$ cat config.mk
export PLATFORM = sky130hd
export DESIGN_NAME = rf_frame_builder
export DESIGN_NICKNAME = d
export VERILOG_FILES = /design/src/rtl/rfb_pkg.sv /design/src/rtl/rfb_crc16.sv /design/src/rtl/rfb_seq.sv /design/src/rtl/rfb_src.sv /design/src/rtl/rf_frame_builder.sv
export SDC_FILE = /design/constraint.sdc
export NUM_CORES = 1
export LEC_CHECK = 0
export ABC_AREA = 0
export CAP_MARGIN = 10
export CORE_MARGIN = 8
export CORE_UTILIZATION = 45
export DETAILED_ROUTE_END_ITERATION = 16
export GPL_TIMING_DRIVEN = 0
export PLACE_DENSITY = 0.65
export SLEW_MARGIN = 20
export SYNTH_ARGS = -nofsm -noshare
export SYNTH_HDL_FRONTEND = slang
export SYNTH_HIERARCHICAL = 1
export SYNTH_SLANG_ARGS = --single-unit
export TNS_END_PERCENT = 50
$ cat constraint.sdc
create_clock -name clk -period 3.5 [get_ports clk]
set_input_delay 0.875 -clock clk [delete_from_list [all_inputs] [get_ports clk]]
set_output_delay 0.875 -clock clk [all_outputs]
set_load 0.02 [all_outputs]
$ cat src/rtl/rfb_pkg.sv
package rfb_pkg;

  typedef enum logic [2:0] {
    ST_IDLE,
    ST_PRE,
    ST_SFD,
    ST_LEN,
    ST_PAY,
    ST_CHK_LO,
    ST_CHK_HI
  } rfb_state_e;

  // Bit-serial reflected CRC-16 update, bit 0 of the byte first.
  function automatic logic [15:0] rfb_crc_byte(input logic [15:0] crc_in,
                                               input logic [7:0]  data);
    logic [15:0] c;
    c = crc_in;
    for (int i = 0; i < 8; i++) begin
      if (c[0] ^ data[i]) c = (c >> 1) ^ 16'h8408;
      else                c = c >> 1;
    end
    return c;
  endfunction

  // The length byte also counts the two trailing check bytes.
  function automatic logic [7:0] rfb_len_field(input logic [7:0] pay_bytes);
    return pay_bytes + 8'd2;
  endfunction

endpackage

$ cat src/rtl/rfb_crc16.sv
module rfb_crc16
  import rfb_pkg::*;
(
  input  logic        clk,
  input  logic        rst_n,
  input  logic        clear,
  input  logic        en,
  input  logic [7:0]  din,
  output logic [15:0] crc
);

  always_ff @(posedge clk or negedge rst_n) begin
    if (!rst_n)     crc <= '0;
    else if (clear) crc <= '0;
    else if (en)    crc <= rfb_crc_byte(crc, din);
  end

  AST_CRC_CLEARED: assert property (@(posedge clk) disable iff (!rst_n)
    clear |=> crc == 16'h0000);
  AST_CRC_HELD: assert property (@(posedge clk) disable iff (!rst_n)
    (!clear && !en) |=> $stable(crc));

endmodule

$ cat src/rtl/rfb_seq.sv
module rfb_seq
  import rfb_pkg::*;
#(
  parameter int PRE_LEN = 4,
  parameter int MAX_PAY = 125,
  parameter int LEN_W   = 7
) (
  input  logic             clk,
  input  logic             rst_n,
  input  logic             start,
  input  logic             stream_in,
  input  logic [LEN_W-1:0] req_len,
  input  logic             tx_ready,
  input  logic             src_avail,
  output rfb_state_e       st,
  output logic [LEN_W-1:0] len_q,
  output logic             stream_q,
  output logic             launch,
  output logic             tx_valid,
  output logic             pay_take,
  output logic             busy,
  output logic             len_err,
  output logic             done,
  output logic             underrun
);

  localparam int PC_W = (PRE_LEN > 1) ? $clog2(PRE_LEN) : 1;

  logic [PC_W-1:0]  pre_cnt;
  logic [LEN_W-1:0] pay_cnt;
  logic             len_ok;
  logic             hs;
  logic             starve;

  assign len_ok   = int'(req_len) <= MAX_PAY;
  assign launch   = (st == ST_IDLE) && start && len_ok;
  assign tx_valid = (st != ST_IDLE) && ((st != ST_PAY) || src_avail);
  assign hs       = tx_valid && tx_ready;
  assign pay_take = (st == ST_PAY) && hs;
  assign starve   = (st == ST_PAY) && stream_q && !src_avail;
  assign busy     = (st != ST_IDLE);

  always_ff @(posedge clk or negedge rst_n) begin
    if (!rst_n) begin
      st       <= ST_IDLE;
      pre_cnt  <= '0;
      pay_cnt  <= '0;
      len_q    <= '0;
      stream_q <= 1'b0;
      len_err  <= 1'b0;
      done     <= 1'b0;
      underrun <= 1'b0;
    end else begin
      len_err  <= 1'b0;
      done     <= 1'b0;
      underrun <= 1'b0;
      unique case (st)
        ST_IDLE: begin
          if (start) begin
            if (len_ok) begin
              st       <= ST_PRE;
              len_q    <= req_len;
              stream_q <= stream_in;
              pre_cnt  <= '0;
            end else begin
              len_err <= 1'b1;
            end
          end
        end
        ST_PRE: begin
          if (hs) begin
            if (pre_cnt == PC_W'(PRE_LEN - 1)) st <= ST_SFD;
            else pre_cnt <= pre_cnt + 1'b1;
          end
        end
        ST_SFD: if (hs) st <= ST_LEN;
        ST_LEN: begin
          if (hs) begin
            pay_cnt <= '0;
            st      <= (len_q == '0) ? ST_CHK_LO : ST_PAY;
          end
        end
        ST_PAY: begin
          if (starve) begin
            underrun <= 1'b1;
            st       <= ST_IDLE;
          end else if (hs) begin
            pay_cnt <= pay_cnt + 1'b1;
            if (pay_cnt == len_q - 1'b1) st <= ST_CHK_LO;
          end
        end
        ST_CHK_LO: if (hs) st <= ST_CHK_HI;
        ST_CHK_HI: begin
          if (hs) begin
            st   <= ST_IDLE;
            done <= 1'b1;
          end
        end
        default: st <= ST_IDLE;
      endcase
    end
  end

  AST_LEN_REFUSED: assert property (@(posedge clk) disable iff (!rst_n)
    (st == ST_IDLE && start && int'(req_len) > MAX_PAY) |=> (len_err && st == ST_IDLE));
  AST_DONE_SINGLE: assert property (@(posedge clk) disable iff (!rst_n)
    done |=> !done);
  AST_DONE_AFTER_LAST: assert property (@(posedge clk) disable iff (!rst_n)
    (st == ST_CHK_HI && tx_ready) |=> done);
  AST_VALID_HELD: assert property (@(posedge clk) disable iff (!rst_n)
    (tx_valid && !tx_ready) |=> tx_valid);
  AST_BUSY_IGNORES_START: assert property (@(posedge clk) disable iff (!rst_n)
    (busy && start) |=> $stable(len_q));
  AST_UNDERRUN_STREAM_ONLY: assert property (@(posedge clk) disable iff (!rst_n)
    underrun |-> (stream_q && st == ST_IDLE));

endmodule

$ cat src/rtl/rfb_src.sv
module rfb_src #(
  parameter int LEN_W      = 7,
  parameter int WORD_BYTES = 2
) (
  input  logic                    clk,
  input  logic                    rst_n,
  input  logic                    launch,
  input  logic                    stream_in,
  input  logic [LEN_W-1:0]        launch_len,
  input  logic                    active,
  input  logic                    take,
  output logic                    buf_rd,
  output logic [LEN_W-1:0]        buf_addr,
  input  logic [7:0]              buf_data,
  output logic                    word_req,
  input  logic                    word_valid,
  input  logic [WORD_BYTES*8-1:0] word_data,
  output logic [7:0]              src_byte,
  output logic                    src_avail
);

  localparam int WW   = WORD_BYTES * 8;
  localparam int WSH  = $clog2(WORD_BYTES);
  localparam int SC_W = $clog2(WORD_BYTES + 1);

  logic             mode_s;
  logic             take_b;
  logic             take_s;

  // RAM-fed path: one read in flight or one byte held, with bypass.
  logic [LEN_W-1:0] fetch_left;
  logic [LEN_W-1:0] addr_q;
  logic             rd_pend;
  logic             pb_v;
  logic [7:0]       pb;

  // Host-fed path: one waiting word plus a shifting word.
  logic [WW-1:0]    ws;
  logic             ws_v;
  logic [WW-1:0]    sh;
  logic [WW-1:0]    sh_next;
  logic [SC_W-1:0]  sh_cnt;
  logic [LEN_W-1:0] wreq_left;
  logic [LEN_W:0]   wround;
  logic [LEN_W-1:0] words;
  logic             w_acc;
  logic             w_load;

  assign take_b = take && !mode_s;
  assign take_s = take && mode_s;

  assign wround = {1'b0, launch_len} + (LEN_W + 1)'(WORD_BYTES - 1);
  assign words  = LEN_W'(wround >> WSH);

  assign buf_rd   = active && !mode_s && (fetch_left != '0) &&
                    ((!pb_v && !rd_pend) || take_b);
  assign buf_addr = addr_q;

  always_ff @(posedge clk or negedge rst_n) begin
    if (!rst_n) begin
      mode_s     <= 1'b0;
      fetch_left <= '0;
      addr_q     <= '0;
      rd_pend    <= 1'b0;
      pb_v       <= 1'b0;
      pb         <= '0;
    end else if (launch) begin
      mode_s     <= stream_in;
      fetch_left <= launch_len;
      addr_q     <= '0;
      rd_pend    <= 1'b0;
      pb_v       <= 1'b0;
    end else begin
      rd_pend <= buf_rd;
      if (buf_rd) begin
        addr_q     <= addr_q + 1'b1;
        fetch_left <= fetch_left - 1'b1;
      end
      if (rd_pend && !take_b) begin
        pb   <= buf_data;
        pb_v <= 1'b1;
      end else if (pb_v && take_b) begin
        pb_v <= 1'b0;
      end
    end
  end

  generate
    if (WORD_BYTES == 1) begin : g_byte_word
      assign sh_next = '0;
    end else begin : g_wide_word
      assign sh_next = {8'h00, sh[WW-1:8]};
    end
  endgenerate

  assign word_req = active && mode_s && !ws_v && (wreq_left != '0);
  assign w_acc    = word_req && word_valid;
  assign w_load   = ws_v && ((sh_cnt == '0) || ((sh_cnt == SC_W'(1)) && take_s));

  always_ff @(posedge clk or negedge rst_n) begin
    if (!rst_n) begin
      ws        <= '0;
      ws_v      <= 1'b0;
      sh        <= '0;
      sh_cnt    <= '0;
      wreq_left <= '0;
    end else if (launch) begin
      ws_v      <= 1'b0;
      sh_cnt    <= '0;
      wreq_left <= words;
    end else begin
      if (w_acc) begin
        ws        <= word_data;
        ws_v      <= 1'b1;
        wreq_left <= wreq_left - 1'b1;
      end else if (w_load) begin
        ws_v <= 1'b0;
      end
      if (w_load) begin
        sh     <= ws;
        sh_cnt <= SC_W'(WORD_BYTES);
      end else if (take_s) begin
        sh     <= sh_next;
        sh_cnt <= sh_cnt - 1'b1;
      end
    end
  end

  assign src_byte  = mode_s ? sh[7:0] : (pb_v ? pb : buf_data);
  assign src_avail = mode_s ? (sh_cnt != '0) : (pb_v || rd_pend);

  AST_ONE_BYTE_STAGED: assert property (@(posedge clk) disable iff (!rst_n)
    !(pb_v && rd_pend));
  AST_RD_IN_BUF_MODE: assert property (@(posedge clk) disable iff (!rst_n)
    buf_rd |-> (!mode_s && active));
  AST_REQ_IN_STREAM_MODE: assert property (@(posedge clk) disable iff (!rst_n)
    word_req |-> (mode_s && active));
  AST_TAKE_HAS_BYTE: assert property (@(posedge clk) disable iff (!rst_n)
    take |-> src_avail);

endmodule

$ cat src/rtl/rf_frame_builder.sv
module rf_frame_builder
  import rfb_pkg::*;
#(
  parameter int         PRE_LEN    = 4,
  parameter logic [7:0] PRE_BYTE   = 8'h00,
  parameter logic [7:0] SFD_BYTE   = 8'hA7,
  parameter int         MAX_PAY    = 125,
  parameter int         WORD_BYTES = 2,
  parameter int         LEN_W      = $clog2(MAX_PAY + 3)
) (
  input  logic                    clk,
  input  logic                    rst_n,
  input  logic                    start,
  input  logic                    stream_mode,
  input  logic [LEN_W-1:0]        pay_len,
  output logic                    len_err,
  output logic                    busy,
  output logic                    done,
  output logic                    underrun,
  output logic                    buf_rd,
  output logic [LEN_W-1:0]        buf_addr,
  input  logic [7:0]              buf_data,
  output logic                    word_req,
  input  logic                    word_valid,
  input  logic [WORD_BYTES*8-1:0] word_data,
  output logic [7:0]              tx_data,
  output logic                    tx_valid,
  input  logic                    tx_ready
);

  rfb_state_e       st;
  logic [LEN_W-1:0] len_q;
  logic             stream_q;
  logic             launch;
  logic             pay_take;
  logic [7:0]       src_byte;
  logic             src_avail;
  logic [15:0]      crc;

  rfb_seq #(
    .PRE_LEN (PRE_LEN),
    .MAX_PAY (MAX_PAY),
    .LEN_W   (LEN_W)
  ) u_seq (
    .clk       (clk),
    .rst_n     (rst_n),
    .start     (start),
    .stream_in (stream_mode),
    .req_len   (pay_len),
    .tx_ready  (tx_ready),
    .src_avail (src_avail),
    .st        (st),
    .len_q     (len_q),
    .stream_q  (stream_q),
    .launch    (launch),
    .tx_valid  (tx_valid),
    .pay_take  (pay_take),
    .busy      (busy),
    .len_err   (len_err),
    .done      (done),
    .underrun  (underrun)
  );

  rfb_src #(
    .LEN_W      (LEN_W),
    .WORD_BYTES (WORD_BYTES)
  ) u_src (
    .clk        (clk),
    .rst_n      (rst_n),
    .launch     (launch),
    .stream_in  (stream_mode),
    .launch_len (pay_len),
    .active     (busy),
    .take       (pay_take),
    .buf_rd     (buf_rd),
    .buf_addr   (buf_addr),
    .buf_data   (buf_data),
    .word_req   (word_req),
    .word_valid (word_valid),
    .word_data  (word_data),
    .src_byte   (src_byte),
    .src_avail  (src_avail)
  );

  rfb_crc16 u_crc (
    .clk   (clk),
    .rst_n (rst_n),
    .clear (launch),
    .en    (pay_take),
    .din   (src_byte),
    .crc   (crc)
  );

  always_comb begin
    unique case (st)
      ST_PRE:    tx_data = PRE_BYTE;
      ST_SFD:    tx_data = SFD_BYTE;
      ST_LEN:    tx_data = rfb_len_field(8'(len_q));
      ST_PAY:    tx_data = src_byte;
      ST_CHK_LO: tx_data = crc[7:0];
      ST_CHK_HI: tx_data = crc[15:8];
      default:   tx_data = 8'h00;
    endcase
  end

  AST_DATA_HELD: assert property (@(posedge clk) disable iff (!rst_n)
    (tx_valid && !tx_ready) |=> $stable(tx_data));
  AST_BUF_NEVER_STARVES: assert property (@(posedge clk) disable iff (!rst_n)
    (st == ST_PAY && !stream_q) |-> src_avail);
  AST_IDLE_QUIET: assert property (@(posedge clk) disable iff (!rst_n)
    !busy |-> (!buf_rd && !word_req && !tx_valid));
  AST_FRAME_OPENS_WITH_PREAMBLE: assert property (@(posedge clk) disable iff (!rst_n)
    launch |=> (tx_valid && tx_data == PRE_BYTE));

endmodule

## Yosys cells after proc, flatten, opt, wreduce, memory -nomap -nowiden

Index checks and enable logic that the tools add are counted.

| word-level totals | value |
|---|---|
| register bits | 106 |
| output and inout port bits | 22 |
| logic and storage cells | 199 |

| operators by class | value |
|---|---|
| add/sub/neg operators | 9 |
| magnitude comparators | 1 |
| equal/unequal tests | 23 |
| muxes and demuxes | 75 |
| bitwise operators | 17 |
| reduce and logical (&&, ||, !) cells | 54 |

Operator list:

| cell | number |
|---|---|
| $mux 16 | 26 |
| $mux 7 | 9 |
| $pmux 8 s5 | 1 |
| $mux 3 | 11 |
| $not 2->3 | 8 |
| $logic_and 1x1->1 | 21 |
| $pmux 3 s7 | 1 |
| $sub 7x1->7 const B | 3 |
| $mux 1 | 16 |
| $mux 8 | 2 |
| $ne 2x1->1 const B | 8 |
| $add 7x1->7 const B | 2 |
| $mux 2 | 7 |
| $pmux 7 s2 | 1 |
| $reduce_bool 2->1 | 7 |
| $reduce_bool 7->1 | 2 |
| $reduce_bool 3->1 | 4 |
| $reduce_and 10->1 | 1 |
| $eq 3x3->1 const B | 3 |
| $add 7x1->8 const B | 1 |
| $add 7x2->8 const B | 1 |
| $xor 1x1->1 | 8 |
| $eq 7x7->1 | 1 |
| $le 7x7->1 const B | 1 |
| other kinds (21) | 34 |

## Logic depth before layout (Yosys ltp)

Gate-level depths: netlist (run 1).

| logic depth | value |
|---|---|
| word-level depth | 36 |
| depth in mapped cells | 12 |

## By module

The synthesis (run 1) kept the hierarchy.

Modules (own cells, without submodules):

| module | instances | cells each | area an instance (µm²) | seq. area each (µm²) |
|---|---|---|---|---|
| rfb_src | 1 | 316 | 3,389.5 | 1,676.6 |
| rfb_seq | 1 | 141 | 1,321.3 | 575.6 |
| rfb_crc16 | 1 | 79 | 1,051.0 | 400.4 |
| rf_frame_builder | 1 | 50 | 390.4 | 0.0 |

## Worst setup path after synthesis (run 1)

Ideal clock, no wire load.

| path | value |
|---|---|
| kind | flip-flop to output port |
| from | register u_src.pb_v |
| to | output port buf_rd |
| arrival time | 2.267 ns |
| setup slack | 0.358 ns |
| stages on the path, launching flop included | 10 |
| buffers on the path | 1 |
| cell sequence | dfrtp_1 > clkbuf_1 > nor3_1 > a21oi_1 > and3_1 > nand2_1 > inv_1 > o21bai_1 > nand3b_1 > nor2_1 |

| on the way | value |
|---|---|
| word-level cells in the longest chain between the ends | 9 |
| elaborated cells on any way between the ends | 11 |
| classes of those cells | mux (1); reduce/logical (10) |

RTL lines:

| what | RTL line | RTL |
|---|---|---|
| start, declared | rfb_src.sv:34 | `logic pb_v;` |
| start signal, assigned | rfb_src.sv:65 | `pb_v <= 1'b0;` |
| start signal, assigned | rfb_src.sv:72 | `pb_v <= 1'b0;` |
| start signal, assigned | rfb_src.sv:81 | `pb_v <= 1'b1;` |
| $logic_or 1x1->1 | rfb_src.sv:130 | `assign src_avail = mode_s ? (sh_cnt != '0) : (pb_v \|\| rd_pend);` |
| $mux 1 | rfb_src.sv:130 |  |
| via src_avail | rf_frame_builder.sv:37 | `logic src_avail;` |
| $logic_or 1x1->1 | rfb_seq.sv:37 | `assign tx_valid = (st != ST_IDLE) && ((st != ST_PAY) \|\| src_avail);` |
| $logic_and 1x1->1 | rfb_seq.sv:37 |  |
| $logic_and 1x1->1 | rfb_seq.sv:38 | `assign hs = tx_valid && tx_ready;` |
| $logic_and 1x1->1 | rfb_seq.sv:39 | `assign pay_take = (st == ST_PAY) && hs;` |
| via pay_take | rf_frame_builder.sv:35 | `logic pay_take;` |
| $logic_and 1x1->1 | rfb_src.sv:49 | `assign take_b = take && !mode_s;` |
| $logic_or 1x1->1 | rfb_src.sv:56 | `((!pb_v && !rd_pend) \|\| take_b);` |
| $logic_and 1x1->1 | rfb_src.sv:55 | `assign buf_rd = active && !mode_s && (fetch_left != '0) &&` |
| end, declared | rf_frame_builder.sv:20 | `output logic buf_rd,` |

The timed path passes the listed nets, and every way through them passes these cells.

## Worst setup path after layout (run 1)

| path | value |
|---|---|
| from | register u_src.mode_s |
| to | output port buf_rd |

| on the way | value |
|---|---|
| word-level cells in the longest chain between the ends | 8 |
| elaborated cells on any way between the ends | 11 |
| classes of those cells | mux (1); reduce/logical (10) |

RTL lines:

| what | RTL line | RTL |
|---|---|---|
| start, declared | rfb_src.sv:26 | `logic mode_s;` |
| start signal, assigned | rfb_src.sv:68 | `mode_s <= stream_in;` |
| $mux 1 | rfb_src.sv:130 |  |
| via src_avail | rf_frame_builder.sv:37 |  |
| $logic_or 1x1->1 | rfb_seq.sv:37 |  |
| $logic_and 1x1->1 | rfb_seq.sv:37 |  |
| $logic_and 1x1->1 | rfb_seq.sv:38 |  |
| $logic_and 1x1->1 | rfb_seq.sv:39 |  |
| via pay_take | rf_frame_builder.sv:35 |  |
| $logic_and 1x1->1 | rfb_src.sv:49 |  |
| $logic_or 1x1->1 | rfb_src.sv:56 |  |
| $logic_and 1x1->1 | rfb_src.sv:55 |  |

The timed path passes the listed nets, and every way through them passes these cells.

==> impl_metrics.env, run 1 <==
export IMPL_outcome="complete, no violations"
export IMPL_wirelength_mm=14.70
export IMPL_netlist_area_sq_um=6152
export IMPL_clock_latency_ns=0.35
export IMPL_synth_edf_count=0
export IMPL_grt_usage=0.1706
export IMPL_rsz0062_at_grt="yes"
export IMPL_setup_ws_ns=0.08193
export IMPL_grt_first_pass_wirelength_mm=24.89
export IMPL_synth_top_area_share=0.4312
export IMPL_postSynthCellCount=586
export IMPL_p_per_area_nw_per_um2=936.6
export IMPL_grt_ovfl_total=0
export IMPL_grt_antenna_before_repair=0
export IMPL_fp_row_count=42
export IMPL_hold_ws_ns=0.3967
export IMPL_routed_via_density=5.701
export IMPL_cts_htree_levels=3
export IMPL_slowest_stage="dfrtp_1"
export IMPL_finalCritPeriodShare=0.9766
export IMPL_drc=0
export IMPL_initial_core_util=0.4627
export IMPL_yosysTopAreaCell="dfrtp_1"
export IMPL_period_minus_slack_ns=3.418
export IMPL_total_power_mw=6.923
export IMPL_clk_path_buf_depth=2
export IMPL_start_kind="register"
export IMPL_worstPathMaxFanout=10
export IMPL_hp_class="input pin to asynchronous set/reset pin"
export IMPL_crit_buf_inv=4
export IMPL_clock_sinks=106
export IMPL_cts_tree="yes"
export IMPL_tightest_slew_ns=0.5828
export IMPL_crit_path_start="u_src/mode_s$_DFFE_PN0P_"
export IMPL_grt_pass1_vias=4914
export IMPL_p_leak_nw=3.199
export IMPL_crit_chain="clkbuf_4 > clkbuf_2 > a21oi_2 > and3_1 > nand2_1 > inv_4 > o21bai_1 > nand3b_1 > nor2_2 > clkdlybuf4s15_2"
export IMPL_fp_dieH_um=132.9
export IMPL_synth_most_common_cell="dfrtp_1"
export IMPL_timing_hold_violations_final=0
export IMPL_worst_clock_skew_ns=0.006020
export IMPL_ioPinCount=59
export IMPL_wl_per_cell_um=17.39
export IMPL_area_delta_synth_final_pct=20.15
export IMPL_synthFlopType="dfrtp_1"
export IMPL_fmax_mhz=292.6
export IMPL_antenna_cells=0
export IMPL_critPathKind="register to output port"
export IMPL_avgSynthCellArea_sq_um=10.50
export IMPL_vdd_ir_drop_max_mv=0.4338
export IMPL_slew_headroom=0.6015
export IMPL_final_setup_viol_count=0
export IMPL_gp_congestion=0.8406
export IMPL_dr_pass1_iters=5
export IMPL_fin_area_sq_um=7392
export IMPL_yosysUniqueCellTypes=79
export IMPL_yosys_warnings=6
export IMPL_synth_common_cells="106 x dfrtp_1, 45 x nand2_1, 43 x o21ai_0"
export IMPL_cap_violations=0
export IMPL_synth_area_leaders="dfrtp_1 43%, mux2_2 6.0%, mux2i_1 4.9%"
export IMPL_arrival_ns=2.54
export IMPL_core_area_sq_um=13300
export IMPL_nets=711
export IMPL_r2r_start="u_seq/st[0]$_DFFE_PN0P_"
export IMPL_drive_gt1_frac=0.1614
export IMPL_cts_root_buf="clkbuf_16"
export IMPL_required_ns=2.62
export IMPL_dpl_worst_slack_ns=-0.9358
export IMPL_drt_antenna_violating_nets=0
export IMPL_ys_ff_latch=106
export IMPL_dp_hpwl_mm=10.71
export IMPL_ys_seq_area_frac=0.4312
export IMPL_synth_nets=633
export IMPL_vias=4817
export IMPL_port_buffer_count=58
export IMPL_end_kind="output port"
export IMPL_drt_iter0_drc=327
export IMPL_numCtsBuffers=9
export IMPL_dieArea_sq_um=17670
export IMPL_grt_max_degree=77
export IMPL_slowest_delay_ns=0.36
export IMPL_postSynth_asyncResetShare=1.000
export IMPL_drv_slew=0
export IMPL_cp_top_family="buffers and inverters"
export IMPL_cts_hold_fix_buffers=0
export IMPL_placed_cell_area_sq_um=6982
export IMPL_cts_clk_slew_worst_paths_ns=0.07
export IMPL_die_width_um=132.9
## placed cells by master (no fill, tap or decap), drive strengths merged, types with 9 or more instances in the layout
cell           netlist  routed
mux2i               30      30
nor3                11      11
nor2                42      42
nand2               45      45
dfrtp              106     106
buf                 13      22
a22o                11      11
clkbuf              14      27
nand2b              13      13
a21oi               15      15
a211oi               9       9
ha                  10      10
o21ai               48      48
nand3               14      14
mux2                33      33
inv                 20      23
xnor2               28      28
clkdlybuf4s50        0      46
## cell type report
class | instances | area, sq um
Buffer | 27 | 143.9
Clock buffer | 11 | 242.7
Clock inverter | 5 | 45.04
Fill cell | 1211 | 5903
Inverter | 21 | 86.33
Multi-Input combinational cell | 432 | 3336
Sequential cell | 106 | 2653
Tap cell | 176 | 220.2
Timing Repair Buffer | 67 | 665.6
## routing by layer
metal  wire (um)  global-route usage  vias up
met5           0                   0        -
li1            -                   -     2287
met3         807             0.04504       24
met2        7119              0.2759      136
met4         263             0.05047        0
met1        6508              0.2186     2370
## stage by stage
stage / setup TNS, ns / utilization / cells
after global routing: -0.07913 / 0.5560 / 845
final: 0 / 0.5560 / 845
after detailed placement: -38.32 / 0.5251 / 821
after global placement: -308.77 / 0.5230 / 820
after floorplan: 0 / - / 586
after CTS: -0.2612 / 0.5528 / 841
## timing repair
item                       CTS  global route
setup endpoints to repair   56            20
pin swaps                    2             2
gates resized for setup     33             9
buffers inserted             4             4
## registers in the layout, summed over array words and instances (netlist names)
signal            flops
u_seq/stream_q        1
u_seq/underrun        1
u_src/sh_cnt          2
u_src/sh             16
u_src/ws             16
u_src/buf_addr        7
u_src/mode_s          1
u_src/rd_pend         1
u_src/fetch_left      7
u_crc/crc            16
u_seq/len_q           7
u_src/ws_v            1
u_seq/st              3
u_seq/pay_cnt         7
u_seq/len_err         1
u_src/pb_v            1
u_src/pb              8
u_seq/pre_cnt         2
u_seq/done            1
u_src/wreq_left       7
## final timing paths
check                                            endpoint  slack (ns)  cells after the start
min in group clk                  u_src/sh[4]$_DFFE_PN0P_        0.48                      2
worst min register to register    u_src/sh[4]$_DFFE_PN0P_        0.48                      2
worst min-delay path            u_crc/crc[15]$_DFFE_PN0P_        0.40                      1
worst max register to register    u_src/rd_pend$_DFF_PN0_        0.56                      7
max in group asynchronous         u_src/pb[6]$_DFFE_PN0P_        2.45                      2
worst max-delay path                               buf_rd        0.08                     10
## where the power goes
part / total, mW / internal (mW) / leakage (nW) / switching, mW
logic: 3.73 / 1.93 / 1.72 / 1.80
clock network: 0.988 / 0.514 / 0.139 / 0.474
registers: 2.20 / 1.72 / 1.34 / 0.480
total: 6.92 / 4.17 / 3.20 / 2.76
## cell families (layout without fill, tap and decap cells)
logic type / Yosys count / count (layout) / synth area share
AO/OA/AOI/OAI: 134 / 134 / 0.1477
XOR/XNOR: 47 / 47 / 0.1003
adder cells (fa/ha/maj): 10 / 10 / 0.02034
buffers and inverters: 48 / 131 / 0.03376
flip-flops: 106 / 106 / 0.4312
multiplexers: 63 / 63 / 0.1092
AND/OR/NAND/NOR: 178 / 178 / 0.1576
(Power assumes the default switching activity.)
==> inputs of run 2 (changes only) <==
ABC_AREA = 1   (was 0)
CORE_UTILIZATION = 55   (was 45)
PLACE_DENSITY = 0.77   (was 0.65)
==> impl_metrics.env, run 2 <==
export IMPL_fmax_mhz=291.2
export IMPL_fill_cells=1034
export IMPL_p_leak_nw=4.030
export IMPL_dr_pass1_iters=6
export IMPL_p_per_area_nw_per_um2=928.0
export IMPL_fp_dieH_um=125.3
export IMPL_finalCritPeriodShare=0.9812
export IMPL_grt_first_pass_wirelength_mm=26.44
export IMPL_grt_max_degree=82
export IMPL_routed_via_density=5.329
export IMPL_placed_cells=1117
export IMPL_dieArea_sq_um=15690
export IMPL_worst_clock_skew_ns=0.008848
export IMPL_critPathKind="input pin to output port"
export IMPL_cts_htree_levels=3
export IMPL_fin_area_sq_um=7761
export IMPL_crit_buf_inv=2
export IMPL_ioPinCount=59
export IMPL_die_width_um=125.3
export IMPL_dpl_worst_slack_ns=-0.6489
export IMPL_port_buffer_count=58
export IMPL_yosys_warnings=6
export IMPL_cap_violations=0
export IMPL_final_setup_tns_ns=0
export IMPL_avgSynthCellArea_sq_um=7.208
export IMPL_cts_tree="yes"
export IMPL_final_cells=1136
export IMPL_end_kind="output port"
export IMPL_initial_core_util=0.5559
export IMPL_postSynth_asyncResetShare=1.000
export IMPL_crit_chain="clkdlybuf4s50_1 > nand2_1 > a21oi_2 > nand3_1 > nand2_1 > nand3b_1 > clkdlybuf4s50_1"
export IMPL_grt_antenna_before_repair=0
export IMPL_p_switching_mw=3.477
export IMPL_worstPathMaxFanout=3
export IMPL_period_minus_slack_ns=3.434
export IMPL_cts_clk_slew_worst_paths_ns=0.07
export IMPL_setup_ws_ns=0.06581
export IMPL_outcome="complete, no violations"
export IMPL_timing_hold_violations_final=0
export IMPL_drive_gt1_frac=0.1132
export IMPL_ys_seq_area_frac=0.4040
export IMPL_antenna_cells=0
export IMPL_synth_edf_count=0
export IMPL_hold_ws_ns=0.3796
export IMPL_layout_commonest_cell="nand2_1"
export IMPL_p_sw_frac=0.4828
export IMPL_synth_top_area_share=0.4040
export IMPL_drt_iter0_drc=541
export IMPL_final_cell_mix="309 x nand2_1, 109 x inv_1, 104 x dfrtp_1"
export IMPL_grt_pass1_vias=5613
export IMPL_slew_headroom=0.6073
export IMPL_grt_ovfl_total=0
export IMPL_synth_most_common_cell="nand2_1"
export IMPL_rsz0062_at_grt="no"
export IMPL_synthFlopType="dfrtp_1"
export IMPL_numCtsBuffers=9
export IMPL_internal_power_mw=3.725
export IMPL_grt_usage=0.2012
export IMPL_drv_slew=0
export IMPL_cts_root_buf="clkbuf_16"
export IMPL_area_delta_synth_final_pct=18.20
export IMPL_pwr_share_clk=0.141
export IMPL_p_seq_frac=0.310
export IMPL_drt_antenna_violating_nets=0
export IMPL_wl_per_cell_um=13.73
export IMPL_synth_nets=958
export IMPL_synth_area_leaders="dfrtp_1 40%, nand2_1 18%, nand3_1 7.6%"
export IMPL_required_ns=2.62
export IMPL_synth_common_cells="310 x nand2_1, 111 x inv_1, 106 x dfrtp_1"
export IMPL_top_regs="u_crc/crc: 16 flops, u_src/sh: 16 flops, u_src/ws: 16 flops"
export IMPL_yosysUniqueCellTypes=46
export IMPL_start_kind="input pin"
export IMPL_dp_hpwl_mm=11.29
export IMPL_vdd_ir_drop_max_mv=0.3629
export IMPL_gp_congestion=0.8561
export IMPL_yosysTopAreaCell="dfrtp_1"
export IMPL_cp_top_family="buffers and inverters"
export IMPL_slowest_stage="clkdlybuf4s50_1"
export IMPL_ys_ff_latch=106
export IMPL_hp_class="input pin to asynchronous set/reset pin"
export IMPL_fp_row_count=40
export IMPL_clock_sinks=106
export IMPL_placed_cell_area_sq_um=7360
export IMPL_postSynthCellCount=911
export IMPL_tightest_slew_ns=0.5891
export IMPL_netlist_area_sq_um=6566
export IMPL_slowest_delay_ns=0.61
export IMPL_combPwrFrac=0.548
export IMPL_clk_path_buf_depth=2
export IMPL_wirelength_mm=15.60
export IMPL_drc=0
export IMPL_nets=1031
export IMPL_cts_hold_fix_buffers=0
export IMPL_clock_latency_ns=0.35
export IMPL_vias=6054
export IMPL_core_area_sq_um=11810
export IMPL_final_setup_viol_count=0
export IMPL_arrival_ns=2.56
run 2: changes by cell type after synthesis, moves of 10 or more:
cell / before / now
xnor2_1: 24 / 7
a22o_1: 11 / 0
mux2i_1: 30 / 1
nor2_1: 42 / 59
nand2_1: 45 / 310
mux2_2: 33 / 8
nand2b_1: 12 / 0
inv_1: 18 / 111
clkbuf_1: 14 / 4
nand4_1: 5 / 24
nand3_1: 14 / 100
run 2: timing repair:
action                     in CTS  in global routing
cloned                          0                  0
setup endpoints to repair       7                  8
hold endpoints to repair        0                  0
setup buffers                   1                  2
pin swaps                       1                  0
gates resized for setup        16                 16
run 2: power groups by stage:
stage | Combinational [mW] | Sequential [mW] | Clock, mW
2_1_floorplan | 2.87 | 2.12 | 0
3_3_place_gp | 3.72 | 2.23 | 0
3_5_place_dp | 3.81 | 2.24 | 0
4_1_cts | 3.89 | 2.23 | 1.05
5_1_grt | 4.47 | 2.30 | 1.10
6_report | 3.95 | 2.24 | 1.02
run 2: cells by family after synthesis:
kind of cell               synth area share
buffers and inverters                0.1006
AOI/OAI and AO/OA                   0.08251
and+or+nand+nor                      0.3626
xor gates and xnor gates            0.01601
muxes                               0.01524
DFF                                  0.4040
adders and majority gates           0.01905
run 2: area by class of cell:
| cell class | instances | area, sq um | area share |
|---|---|---|---|
| multi-input combinational | 660 | 3307 | 0.4261 |
| sequential | 106 | 2655 | 0.3421 |
| timing repair buffer | 62 | 639.4 | 0.08238 |
| inverter | 121 | 462.9 | 0.05965 |
| clock buffer | 9 | 225.2 | 0.02902 |
| buffer | 24 | 207.7 | 0.02676 |
| tap | 147 | 183.9 | 0.02370 |
| clock inverter | 7 | 80.08 | 0.01032 |
run 2: worst paths after layout:
kind	start	endpoint	slack, ns	cells after the start
max in group asynchronous	rst_n	u_crc/crc[6]$_DFFE_PN0P_	2.44	2
max reg2reg	u_seq/st[0]$_DFFE_PN0P_	u_src/wreq_left[5]$_DFFE_PN0P_	0.77	11
min	rst_n	u_crc/crc[7]$_DFFE_PN0P_	0.38	1
max	buf_data[5]	tx_data[5]	0.07	7
min in group clk	u_src/sh[9]$_DFFE_PN0P_	u_src/sh[9]$_DFFE_PN0P_	0.48	2
min reg2reg	u_src/sh[9]$_DFFE_PN0P_	u_src/sh[9]$_DFFE_PN0P_	0.48	2
run 2: routing by layer:
layer / global-route usage / vias up / wire length (um)
met5: 0 / - / 0
met4: 0.04083 / 0 / 82
met3: 0.04462 / 6 / 740
met2: 0.3400 / 157 / 7560
met1: 0.2592 / 2833 / 7218
li1: - / 3058 / -
run 2: through the flow:
step                      power (mW)  utilization
after detailed placement       6.050       0.6231
after floorplan                4.997            -
after global routing           7.863       0.6571
final                          7.202       0.6571
after CTS                      7.171       0.6519
after global placement         5.959       0.6207
==> inputs of run 3 (changes only) <==
ABC_AREA = not set   (was 1)
CORE_MARGIN = not set   (was 8)
HOLD_SLACK_MARGIN = 0.05   (was not set)
==> impl_metrics.env, run 3 (synthesis results as in run 1) <==
export IMPL_outcome="complete, no violations"
export IMPL_fp_row_count=38
export IMPL_nets=711
export IMPL_dp_hpwl_mm=10.21
export IMPL_clock_latency_ns=0.39
export IMPL_finalCritPeriodShare=0.9690
export IMPL_core_area_sq_um=10890
export IMPL_layout_commonest_cell="dfrtp_1"
export IMPL_grt_antenna_before_repair=0
export IMPL_r2r_slack_ns=0.55
export IMPL_final_cell_mix="106 x dfrtp_1, 48 x clkdlybuf4s50_1, 44 x nand2_1"
export IMPL_port_buffer_count=58
export IMPL_grt_max_degree=55
export IMPL_antenna_cells=0
export IMPL_drive_gt1_frac=0.1629
export IMPL_fill_cells=874
export IMPL_hp_class="input pin to asynchronous set/reset pin"
export IMPL_hold_ws_ns=0.4111
export IMPL_cpMostUsedCell="clkbuf_1"
export IMPL_top_regs="u_crc/crc: 16 flops, u_src/sh: 16 flops, u_src/ws: 16 flops"
export IMPL_drc=0
export IMPL_wirelength_mm=14.25
export IMPL_clock_sinks=106
export IMPL_final_cells=809
export IMPL_gp_congestion=0.8652
export IMPL_r2r_start="u_seq/st[0]$_DFFE_PN0P_"
export IMPL_routed_via_density=6.069
export IMPL_grt_usage=0.2667
export IMPL_die_width_um=107.8
export IMPL_reg2reg_depth=8
export IMPL_r2r_end="u_src/fetch_left[2]$_DFFE_PN0P_"
export IMPL_end_kind="register"
export IMPL_worst_clock_skew_ns=0.01059
export IMPL_dr_pass1_iters=5
export IMPL_dieArea_sq_um=11610
export IMPL_final_setup_viol_count=0
export IMPL_cp_top_family="buffers and inverters"
export IMPL_numCtsBuffers=9
export IMPL_fp_dieH_um=107.8
export IMPL_drt_iter0_drc=405
export IMPL_multiInputGateArea_sq_um=3351
export IMPL_grt_pass1_vias=4824
export IMPL_timing_hold_violations_final=0
export IMPL_start_kind="input pin"
export IMPL_ioPinCount=59
export IMPL_drt_antenna_violating_nets=0
export IMPL_cts_root_buf="clkbuf_8"
export IMPL_arrival_ns=3.67
export IMPL_final_setup_tns_ns=0
export IMPL_clk_path_buf_depth=2
export IMPL_placed_cells=785
export IMPL_cap_violations=0
export IMPL_drv_slew=0
export IMPL_cts_clk_slew_worst_paths_ns=0.11
export IMPL_wl_per_cell_um=17.61
export IMPL_slew_headroom=0.5762
export IMPL_crit_buf_inv=4
export IMPL_critPathKind="input pin to register"
export IMPL_period_minus_slack_ns=3.391
export IMPL_cts_tree="yes"
export IMPL_rsz0062_at_grt="no"
export IMPL_initial_core_util=0.5650
export IMPL_cts_htree_levels=3
export IMPL_slowest_stage="clkdlybuf4s50_1"
export IMPL_total_power_mw=6.722
export IMPL_vias=4910
export IMPL_final_seq_area_sq_um=2653
export IMPL_vdd_ir_drop_max_mv=0.5034
export IMPL_area_delta_synth_final_pct=18.06
export IMPL_worstPathMaxFanout=16
export IMPL_crit_chain="clkdlybuf4s50_1 > nand4_1 > o211ai_4 > clkinv_4 > clkbuf_1 > or3b_2 > clkbuf_1 > mux2_2"
export IMPL_grt_first_pass_wirelength_mm=23.67
export IMPL_required_ns=3.78
export IMPL_fmax_mhz=294.9
export IMPL_p_leak_nw=3.158
export IMPL_slowest_delay_ns=0.67
export IMPL_grt_ovfl_total=0
export IMPL_tightest_slew_ns=0.6196
export IMPL_p_per_area_nw_per_um2=925.5
-- run 3: cell count changes in the layout (fill, tap and decap cells not counted), moves of 10 or more --
cell	delta
nand2_1	-265
xnor2_1	+17
buf_6	-10
a22o_1	+11
mux2i_1	+29
nor2_1	-18
nand4_1	-19
inv_1	-92
clkbuf_8	+10
nand3_1	-86
mux2_2	+25
nand2b_1	+12
-- run 3: metal layers --
layer	track usage	part of all wire	up-vias
li1	-	-	2290
met1	0.3499	0.44	2460
met2	0.4418	0.50	141
met3	0.04661	0.046	19
met4	0.09980	0.015	0
met5	0	0	-
-- run 3: repair_timing --
item                                   in CTS  in global routing
setup buffers                               5                  3
pin swaps                                   5                  2
endpoints found under the hold margin       0                  0
hold buffers                                0                  0
gates resized for setup                    38                  8
setup endpoints to repair                  50                 21
-- run 3: worst max path at each step --
| stage | startpoint | end | slack (ns) | depth (start not counted) |
|---|---|---|---|---|
| 6_report | pay_len[1] | u_src/pb[2]$_DFFE_PN0P_ | 0.11 | 8 |
| 5_1_grt | u_src/mode_s$_DFFE_PN0P_ | buf_rd | 0.0007 | 10 |
| 2_1_floorplan | u_src/pb_v$_DFFE_PN0P_ | buf_rd | 0.36 | 9 |
| 3_5_place_dp | u_src/pb_v$_DFFE_PN0P_ | buf_rd | -0.94 | 10 |
| 3_3_place_gp | rst_n | u_src/fetch_left[5]$_DFFE_PN0P_ | -2.53 | 1 |
| 4_1_cts | buf_data[5] | tx_data[5] | 0.004 | 6 |
-- run 3: through the flow --
step	instance area [sq um]	utilization	setup WS, ns
floorplan	6152	-	0.3579
global placement	6908	0.6345	-2.532
detailed placement	6937	0.6371	-0.9408
CTS	7223	0.6634	0.003885
global route	7263	0.6671	0.0006863
finish	7263	0.6671	0.1085
-- run 3: layout make-up --
type | instances | area share
plain buffers | 27 | 0.02050
clock buffers | 11 | 0.01947
clock inverters | 5 | 0.006029
inverters | 21 | 0.01189
multi-input cells | 432 | 0.4613
flip-flops and latches | 106 | 0.3652
well taps | 140 | 0.02412
repair buffers | 67 | 0.09147
-- run 3: power by group --
group,internal [mW],total [mW],leakage (nW),switching [mW]
clock network,0.289,0.738,0.0949,0.448
logic,1.96,3.76,1.72,1.80
registers,1.72,2.22,1.34,0.500
-- run 3: worst reg2reg max path: cells and delay by family, from the launching register on --
| family | cells | cell delay [ns] |
|---|---|---|
| buffers and inverters | 4 | 1.50 |
| and+or+nand+nor | 3 | 0.66 |
| DFF | 1 | 0.54 |
| AOI/OAI and AO/OA | 1 | 0.20 |
